`src/rtl/pin_irq_pkg.sv`:
```
`timescale 1ns/1ps
package pin_irq_pkg;
  localparam int unsigned REG_W   = 32;
  localparam int unsigned WAKE_N  = 3;
  localparam int unsigned PWR_W   = 2;
  localparam int unsigned CFG_W   = 5 + WAKE_N;
  localparam int unsigned B_PIN   = CFG_W;
  localparam int unsigned B_ISTS  = CFG_W + 1;
  localparam int unsigned B_WSTS  = CFG_W + 2;
  localparam int unsigned STS_N   = 2;

  typedef enum logic [1:0] {
    POL_LOW  = 2'b00,
    POL_HIGH = 2'b01,
    POL_BOTH = 2'b10,
    POL_RSVD = 2'b11
  } pol_e;

  typedef enum logic [PWR_W-1:0] {
    PS_RUN       = 2'd0,
    PS_IDLE      = 2'd1,
    PS_SUSPEND   = 2'd2,
    PS_HIBERNATE = 2'd3
  } pwr_e;

  // packed msb first: wake_en[7:5], unmask[4], int_en[3], pol[2:1], level[0]
  typedef struct packed {
    logic [WAKE_N-1:0] wake_en;
    logic              unmask;
    logic              int_en;
    pol_e              pol;
    logic              level;
  } cfg_t;
endpackage

```
`src/rtl/pin_cfg_reg.sv`:
```
`timescale 1ns/1ps
module pin_cfg_reg
  import pin_irq_pkg::*;
(
  input  logic clk_i,
  input  logic rst_ni,
  input  logic wr_en_i,
  input  cfg_t wr_cfg_i,
  output cfg_t cfg_o
);
  cfg_t cfg_q;

  always_ff @(posedge clk_i or negedge rst_ni) begin
    if (!rst_ni)      cfg_q <= '0;
    else if (wr_en_i) cfg_q <= wr_cfg_i;
  end

  assign cfg_o = cfg_q;

  a_r1_cfg_hold: assert property (@(posedge clk_i) disable iff (!rst_ni)
    !wr_en_i |=> $stable(cfg_o));
endmodule

```
`src/rtl/pin_evt_detect.sv`:
```
`timescale 1ns/1ps
module pin_evt_detect
  import pin_irq_pkg::*;
(
  input  logic clk_i,
  input  logic rst_ni,
  input  logic pin_i,
  input  logic level_i,
  input  pol_e pol_i,
  output logic evt_o
);
  logic prev_q;
  logic rise, fall;

  always_ff @(posedge clk_i or negedge rst_ni) begin
    if (!rst_ni) prev_q <= 1'b0;
    else         prev_q <= pin_i;
  end

  assign rise = pin_i & ~prev_q;
  assign fall = ~pin_i & prev_q;

  always_comb begin
    unique case (pol_i)
      POL_LOW:  evt_o = level_i ? ~pin_i : fall;
      POL_HIGH: evt_o = level_i ?  pin_i : rise;
      POL_BOTH: evt_o = level_i ? 1'b0   : (rise | fall);
      default:  evt_o = 1'b0;
    endcase
  end

  // an edge-mode event needs a change since the last clock
  a_r10_edge_needs_change: assert property (@(posedge clk_i) disable iff (!rst_ni)
    (!level_i && $stable(pin_i)) |-> !evt_o);
endmodule

```
`src/rtl/pin_sticky_bit.sv`:
```
`timescale 1ns/1ps
module pin_sticky_bit (
  input  logic clk_i,
  input  logic rst_ni,
  input  logic set_i,
  input  logic clr_i,
  output logic sts_o
);
  logic sts_q;

  // set has priority so an event coinciding with an acknowledge is kept
  always_ff @(posedge clk_i or negedge rst_ni) begin
    if (!rst_ni)     sts_q <= 1'b0;
    else if (set_i)  sts_q <= 1'b1;
    else if (clr_i)  sts_q <= 1'b0;
  end

  assign sts_o = sts_q;

  a_r7_set_wins: assert property (@(posedge clk_i) disable iff (!rst_ni)
    set_i |=> sts_o);
  a_r7_clear_takes: assert property (@(posedge clk_i) disable iff (!rst_ni)
    (clr_i && !set_i) |=> !sts_o);
endmodule

```
`src/rtl/pin_irq_wake.sv`:
```
`timescale 1ns/1ps
module pin_irq_wake
  import pin_irq_pkg::*;
(
  input  logic             clk_i,
  input  logic             rst_ni,
  input  logic             wr_en_i,
  input  logic [REG_W-1:0] wr_data_i,
  input  logic             pin_i,
  input  logic [PWR_W-1:0] pwr_state_i,
  output logic [REG_W-1:0] rd_data_o,
  output logic             pending_o
);
  cfg_t             cfg;
  logic             evt;
  logic             wake_armed;
  logic [STS_N-1:0] sts_set, sts_clr, sts;
  logic             unused_wr_bits;

  assign unused_wr_bits = ^{wr_data_i[REG_W-1:B_WSTS+1], wr_data_i[B_PIN]};

  pin_cfg_reg u_cfg (
    .clk_i    (clk_i),
    .rst_ni   (rst_ni),
    .wr_en_i  (wr_en_i),
    .wr_cfg_i (cfg_t'(wr_data_i[CFG_W-1:0])),
    .cfg_o    (cfg)
  );

  pin_evt_detect u_evt (
    .clk_i   (clk_i),
    .rst_ni  (rst_ni),
    .pin_i   (pin_i),
    .level_i (cfg.level),
    .pol_i   (cfg.pol),
    .evt_o   (evt)
  );

  // wake enable index i serves power state i+1; running state arms nothing
  always_comb begin
    wake_armed = 1'b0;
    for (int i = 0; i < WAKE_N; i++) begin
      if (pwr_state_i == PWR_W'(i + 1)) wake_armed = cfg.wake_en[i];
    end
  end

  assign sts_set[0] = evt & cfg.int_en;
  assign sts_set[1] = evt & wake_armed;
  assign sts_clr[0] = wr_en_i & wr_data_i[B_ISTS];
  assign sts_clr[1] = wr_en_i & wr_data_i[B_WSTS];

  for (genvar g = 0; g < STS_N; g++) begin : g_sts
    pin_sticky_bit u_bit (
      .clk_i  (clk_i),
      .rst_ni (rst_ni),
      .set_i  (sts_set[g]),
      .clr_i  (sts_clr[g]),
      .sts_o  (sts[g])
    );
  end

  always_comb begin
    rd_data_o            = '0;
    rd_data_o[CFG_W-1:0] = cfg;
    rd_data_o[B_PIN]     = pin_i;
    rd_data_o[B_ISTS]    = sts[0];
    rd_data_o[B_WSTS]    = sts[1];
  end

  assign pending_o = cfg.unmask & (|sts);

  a_r6_pending_needs_unmask: assert property (@(posedge clk_i) disable iff (!rst_ni)
    pending_o |-> cfg.unmask);
  a_r4_rsvd_code_silent: assert property (@(posedge clk_i) disable iff (!rst_ni)
    (cfg.pol == POL_RSVD && !sts[0]) |=> !sts[0]);
  a_r5_disabled_no_set: assert property (@(posedge clk_i) disable iff (!rst_ni)
    (!cfg.int_en && !sts[0]) |=> !sts[0]);
  a_r8_running_no_wake: assert property (@(posedge clk_i) disable iff (!rst_ni)
    (pwr_state_i == PS_RUN && !sts[1]) |=> !sts[1]);
endmodule

```
`config.mk`:
```
export PLATFORM = sky130hd
export DESIGN_NAME = pin_irq_wake
export DESIGN_NICKNAME = d
export VERILOG_FILES = /design/src/rtl/pin_irq_pkg.sv /design/src/rtl/pin_cfg_reg.sv /design/src/rtl/pin_evt_detect.sv /design/src/rtl/pin_sticky_bit.sv /design/src/rtl/pin_irq_wake.sv
export SDC_FILE = /design/constraint.sdc
export NUM_CORES = 1
export LEC_CHECK = 0
export BUFFER_PORTS_ARGS = -buffer_cell sky130_fd_sc_hd__buf_2
export CAP_MARGIN = 20
export CELL_PAD_IN_SITES_DETAIL_PLACEMENT = 1
export CELL_PAD_IN_SITES_GLOBAL_PLACEMENT = 2
export CORE_MARGIN = 2
export CORE_UTILIZATION = 19
export CTS_BUF_LIST = sky130_fd_sc_hd__clkbuf_8 sky130_fd_sc_hd__clkbuf_16
export CTS_CLUSTER_SIZE = 16
export DETAILED_ROUTE_END_ITERATION = 8
export PLACE_DENSITY_LB_ADDON = 0.05
export SYNTH_ARGS = -nofsm -noshare
export SYNTH_HDL_FRONTEND = slang
export SYNTH_SLANG_ARGS = --single-unit
```
`constraint.sdc`:
```
create_clock -name clk_i -period 2.45 [get_ports clk_i]
set_input_delay 0.1225 -clock clk_i [delete_from_list [all_inputs] [get_ports clk_i]]
set_output_delay 0.1225 -clock clk_i [all_outputs]
set_load 0.03 [all_outputs]
```
==> results of run 1 <==
==> power breakdown <==
part | internal [µW] | leakage, µW | switching [µW]
Combinational | 58.4 | 0.000290 | 133
Sequential | 203 | 0.000132 | 17.5
Clock | 110 | 0.0000269 | 66.6
==> layer usage <==
layer	wire (µm)	up-vias	share of wire (%)
li1	-	227	-
met1	620	218	44
met2	631	28	45
met3	126	2	9.0
met4	27	0	1.9
met5	0	-	0
==> path summary, 6_finish.rpt <==
path | to | slack (ns) | cells past startpoint
min in group asynchronous | u_cfg.cfg_o[7] | 0.29 | 2
min | u_evt.prev_q | 0.06 | 1
max | g_sts[1].u_bit.sts_o | 1.26 | 4
max in group asynchronous | u_cfg.cfg_o[0] | 1.95 | 2
min reg2reg | u_cfg.cfg_o[7] | 0.53 | 1
max reg2reg | g_sts[1].u_bit.sts_o | 1.26 | 4
==> state kept, by name (all words and copies together), names as in the netlist <==
| signal | count |
|---|---|
| u_cfg.cfg_o | 8 |
| g_sts.u_bit.sts_o | 2 |
| u_evt.prev_q | 1 |
==> cell families (layout without fill, tap and decap cells) <==
family                     after synthesis  in the layout
DFF                                     11             11
xor gates and xnor gates                 1              1
muxes                                   10             10
buffers and inverters                   29             35
other                                    1             21
AOI/OAI and AO/OA                       10             10
adders and majority gates                2              2
and+or+nand+nor                          4              4
==> timing repair <==
| action | in CTS | in global routing |
|---|---|---|
| hold endpoints to repair | 11 | 0 |
| setup endpoints to repair | 0 | 0 |
| hold buffers | 1 | 0 |
==> per-stage QoR <==
step | total power [µW] | utilization (%) | setup WS, ns | hold WS [ns]
finish | 589.2 | 23.21 | 1.256 | 0.06472
global route | 629.7 | 23.21 | 1.107 | 0.05971
CTS | 604.8 | 23.21 | 1.232 | 0.06495
detailed placement | 418.5 | 21.70 | 1.242 | 0.01730
global placement | 418.0 | 21.70 | 1.241 | 0.02568
floorplan | 403.8 | - | 1.220 | -0.1731
==> worst register-to-register path: stages (launching register included) <==
cell and delay (ns):
dfrtp_1 0.38, ha_1 0.26, o21ai_0 0.18, o211ai_2 0.13
a2bb2oi_1 0.16
==> synthesized netlist by cell type (all sizes together) <==
master / n / area, µm²
xnor2: 1 / 8.760
mux2: 8 / 93.84
inv: 3 / 11.26
a2bb2oi: 1 / 8.760
ha: 2 / 25.02
mux2i: 2 / 20.02
a21boi: 2 / 15.01
a21oi: 3 / 15.01
nor2: 1 / 3.750
o211ai: 1 / 12.51
buf: 26 / 195.2
conb: 1 / 3.750
o21a: 1 / 7.510
o21ai: 2 / 10.01
dfrtp: 11 / 275.3
nor2b: 1 / 6.260
nand2: 2 / 7.510
==> area by class of cell <==
cell class,instances,area [µm²]
Tap cell,48,60.06
Sequential cell,11,275.3
Clock inverter,1,3.754
Multi-Input combinational cell,48,312.8
Clock buffer,3,41.29
Timing Repair Buffer,28,145.1
Fill cell,442,2811
Inverter,3,11.26
==> out/qor.csv, run 1 <==
metric;value;unit
status;finished clean;
Setup Skew;0.002166;ns
largest family of logic cells by synthesized area;buffers and inverters;
grt peak-use layer;met2;
critical path launch point;u_evt.prev_q;
mux share of post-synthesis cell area;15.83;%
Row Count;22;
f_max;0.8373;GHz
Setup crit start kind;flop;
LEAKAGE;0.0004482;µW
post-synthesis instance total;68;
die area;4295;µm²
dpl cells;137;
most frequent cells in the layout;buf_2, conb_1, dfrtp_1;
PD cells;693.5;nW/µm²
Cell Chain, Critical Path;ha_1 -> o21ai_0 -> o211ai_2 -> a2bb2oi_1;
Critical-path top delay cell;dfrtp_1;
Die Wd;65.54;µm
Post-CTS Setup Bufs;0;
Peak VDD IR;0.1818;mV
vias in the first global route;423;
met2 Usage GRT;9.821;%
H-tree levels;1;
Hold/Removal Path Class;input pin to flop;
final net count;135;
mean area per synthesized cell;10.58;µm²
final period utilization;48.75;%
RSZ-0062 raised after global routing;false;
routability congestion estimate;0.6332;
#FFs+latches synth;11;
setup TNS;0;ns
Routed Antenna Nets;0;
Worst EP required;2.61;ns
Ant. Diodes;0;
Crit Path Max Fanout;2;
worst hold start;pin_i;
global-route wire length before repair;2.145;mm
Compound-Gate Fraction of Synth Area;9.565;%
Fin. Hold Viols;0;
CP Data Arrival Time;1.35;ns
Seq/Total Area, Yosys;38.26;%
clk sinks;11;
Total Routing Usage GR;7.001;%
dpl hpwl;1.156;mm
Max Cap Viol;0;
initial antenna violation count;0;
final instance area;849.6;µm²
core area;3661;µm²
cts repair resizes;0;
min Tclk post-route;1.194;ns
crit-path max cell delay;0.38;ns
CTS tree;done;
Finish-stage setup viols;0;
Synth Area in Simple Gates;2.435;%
CTS buffer count;3;
# DRC;0;
Pre-Repair DR Iteration Count;2;
root buffer cell;clkbuf_8;
clk buf depth;2;
Congestion Overflow GR;0;
GR Util met3;3.425;%
synth warn;0;
CP Capture Type;flop;
cell family with most CP delay;compound AO/OA/AOI/OAI gates;
number of DRC markers in iteration 0;5;
Initial Utilization;19.65;%
Slew Viols, Final;0;
layout cells sized above 1;41.49;%
non-filler cells, final;142;
vias per cell;3.345;
final WL;1.406;mm
Via Count;475;
buffer and inverter count on the worst path;0;
Setup Crit Path Kind;flop to flop;
Yosys cell types;18;
Reg2Reg Launch Point;u_evt.prev_q;
area growth from synthesis to layout;18.09;%
Worst-path clk slew;0.05;ns
mean routed wirelength per cell;9.901;µm
PortBufs;27;
met1 usage in global routing;8.659;%
most common cell after layout, fill and taps aside;buf_2;
largest net degree at the start of global routing;12;
clock latency on the worst-skew pair;0.23;ns
Synth Area in Adders;3.478;%
die height;65.54;µm
placed cell area;794.5;µm²
Top Ports;71;
Mapped Area;719.4;µm²
xor/xnor cell area share of the yosys netlist;1.217;%
Power figures use the tool's default switching activity.
==> inputs of run 2 (changes only) <==
- ABC_AREA: default -> 1
- CORE_UTILIZATION: 19 -> 16
- clock period: 2.45 -> 1.1 ns (I/O delays scaled with it)
==> out/qor.csv, run 2 <==
metric;value;unit
status;finished clean;
share of the synthesized area in the top cell type;37.87;%
xor/xnor cell area share of the yosys netlist;0;%
dpl cells;168;
Initial Utilization;16.70;%
vias in the first global route;560;
Max Cap Viol;0;
number of flip-flops in the largest register;8;
final net count;163;
#FFs+latches synth;11;
synth warn;0;
die height;71.41;µm
placed cell area;803.3;µm²
Total Routing Usage GR;6.827;%
layout cells sized above 1;27.05;%
most frequent cells in the layout;nand2_1, buf_2, conb_1;
clock latency on the worst-skew pair;0.24;ns
CTS tree;done;
ranking of synthesized cells by area;dfrtp_1, buf_4, nand2_1;
vias per cell;3.322;
die area;5099;µm²
final worst setup slack;0.004445;ns
non-filler cells, final;174;
dpl hpwl;1.370;mm
Hold/Removal Path Class;input pin to flop;
f_max;0.9128;GHz
Setup Skew;0.004445;ns
Worst-path clk slew;0.06;ns
area leader, netlist;dfrtp_1;
Compound-Gate Fraction of Synth Area;3.442;%
Crit Path Max Fanout;2;
Mapped Area;726.9;µm²
Routed Antenna Nets;0;
CP Data Arrival Time;1.23;ns
Via Count;578;
number of synthesized flops with an enable pin;0;
Seq/Total Area, Yosys;37.87;%
mux share of post-synthesis cell area;0;%
area growth from synthesis to layout;19.45;%
Synth Area in Adders;3.442;%
# DRC;0;
core area;4354;µm²
RSZ-0062 raised after global routing;true;
Setup Crit Path Kind;flop to flop;
Top FF cell, synth;dfrtp_1;
Slew Viols, Final;0;
Top Ports;71;
mean area per synthesized cell;7.652;µm²
Ant. Diodes;0;
Row Count;24;
asr flop ratio synth;100.0;%
initial antenna violation count;0;
Synth Area in Simple Gates;23.24;%
most common cell after layout, fill and taps aside;nand2_1;
Synth top cells by count;nand2_1, buf_4, dfrtp_1;
min Tclk post-route;1.096;ns
largest family of logic cells by synthesized area;buffers and inverters;
most common cell in the netlist;nand2_1;
clk buf depth;2;
mean routed wirelength per cell;9.908;µm
clk sinks;11;
final period utilization;99.60;%
Worst EP required;1.23;ns
setup TNS;0;ns
routability congestion estimate;0.6848;
root buffer cell;clkbuf_8;
Finish-stage setup viols;0;
pre-CTS WS;-0.003742;ns
cts repair resizes;0;
Setup crit start kind;flop;
CTS buffer count;3;
Post-CTS Setup Bufs;0;
H-tree levels;1;
PD cells;1497;nW/µm²
post-synthesis instance total;95;
Peak VDD IR;0.2566;mV
Pre-Repair DR Iteration Count;2;
global-route wire length before repair;2.649;mm
Congestion Overflow GR;0;
LEAKAGE;0.0005193;µW
final WL;1.724;mm
number of DRC markers in iteration 0;10;
PortBufs;27;
Yosys cell types;13;
CP Capture Type;flop;
Die Wd;71.41;µm
largest net degree at the start of global routing;15;
final instance area;868.3;µm²
Fin. Hold Viols;0;
[run 2: cell count changes after synthesis, sizes merged, moves of 5 or more]
cell and delta:
nor2 +6, nand2 +30, mux2 -8, inv +5
[run 2: worst max-delay path, stage by stage, from the launching register on]
cell	delay, ns
dfrtp_1	0.39
ha_1	0.27
nor2_1	0.03
nand3_1	0.08
nand3_2	0.10
nand2_1	0.07
nand2_1	0.04
[run 2: logic make-up (layout without fill, tap and decap cells)]
family	after synthesis	count (layout)
simple gates	42	42
buf+inv	34	41
flops	11	11
compound gates	5	5
fa+ha+maj	2	2
other cells	1	21
[run 2: final timing paths]
| check | start | end | slack (ns) | cells past startpoint |
|---|---|---|---|---|
| worst min-delay path | wr_data_i[2] | u_cfg.cfg_o[2] | 0.02 | 3 |
| worst min register to register | u_cfg.cfg_o[6] | u_cfg.cfg_o[6] | 0.50 | 2 |
| worst max register to register | u_evt.prev_q | g_sts[0].u_bit.sts_o | 0.004 | 6 |
| worst max-delay path | u_evt.prev_q | g_sts[0].u_bit.sts_o | 0.004 | 6 |
| max in group asynchronous | rst_ni | u_cfg.cfg_o[6] | 0.65 | 2 |
| min in group asynchronous | rst_ni | u_cfg.cfg_o[0] | 0.23 | 2 |
[run 2: metal layers]
metal / GRT usage [%] / vias to the layer above / routed length (µm)
met5: 0 / - / 0
met4: 3.145 / 0 / 27
met3: 3.235 / 4 / 179
met2: 9.671 / 30 / 756
met1: 8.752 / 251 / 761
li1: - / 293 / -
[run 2: power breakdown]
group / internal, µW / switching [µW] / total, µW
combinational: 98.3 / 303 / 401
clock: 246 / 165 / 411
sequential: 451 / 37.4 / 488
total: 795 / 505 / 1300
[run 2: layout make-up]
type	instances	area, µm²
fill	539	3486
multi-input combinational	70	297.8
sequential	11	275.3
timing repair buffer	29	155.1
tap	52	65.06
clock buffer	3	41.29
inverter	8	30.03
clock inverter	1	3.754
[run 2: per-stage QoR]
step	power [µW]	util (%)	hold WS (ns)
global placement	896.1	18.45	-0.04572
finish	1300	19.94	0.01956
global route	1381	19.94	0.03173
CTS	1329	19.94	0.01617
detailed placement	897.8	18.45	-0.04481
floorplan	868.4	-	-0.2406
[run 2: what timing repair did]
| item | CTS | global route |
|---|---|---|
| cloned | 0 | 0 |
| pin swaps | 1 | 1 |
| setup endpoints to repair | 2 | 2 |
| hold buffers | 2 | 0 |
| hold endpoints to repair | 12 | 0 |
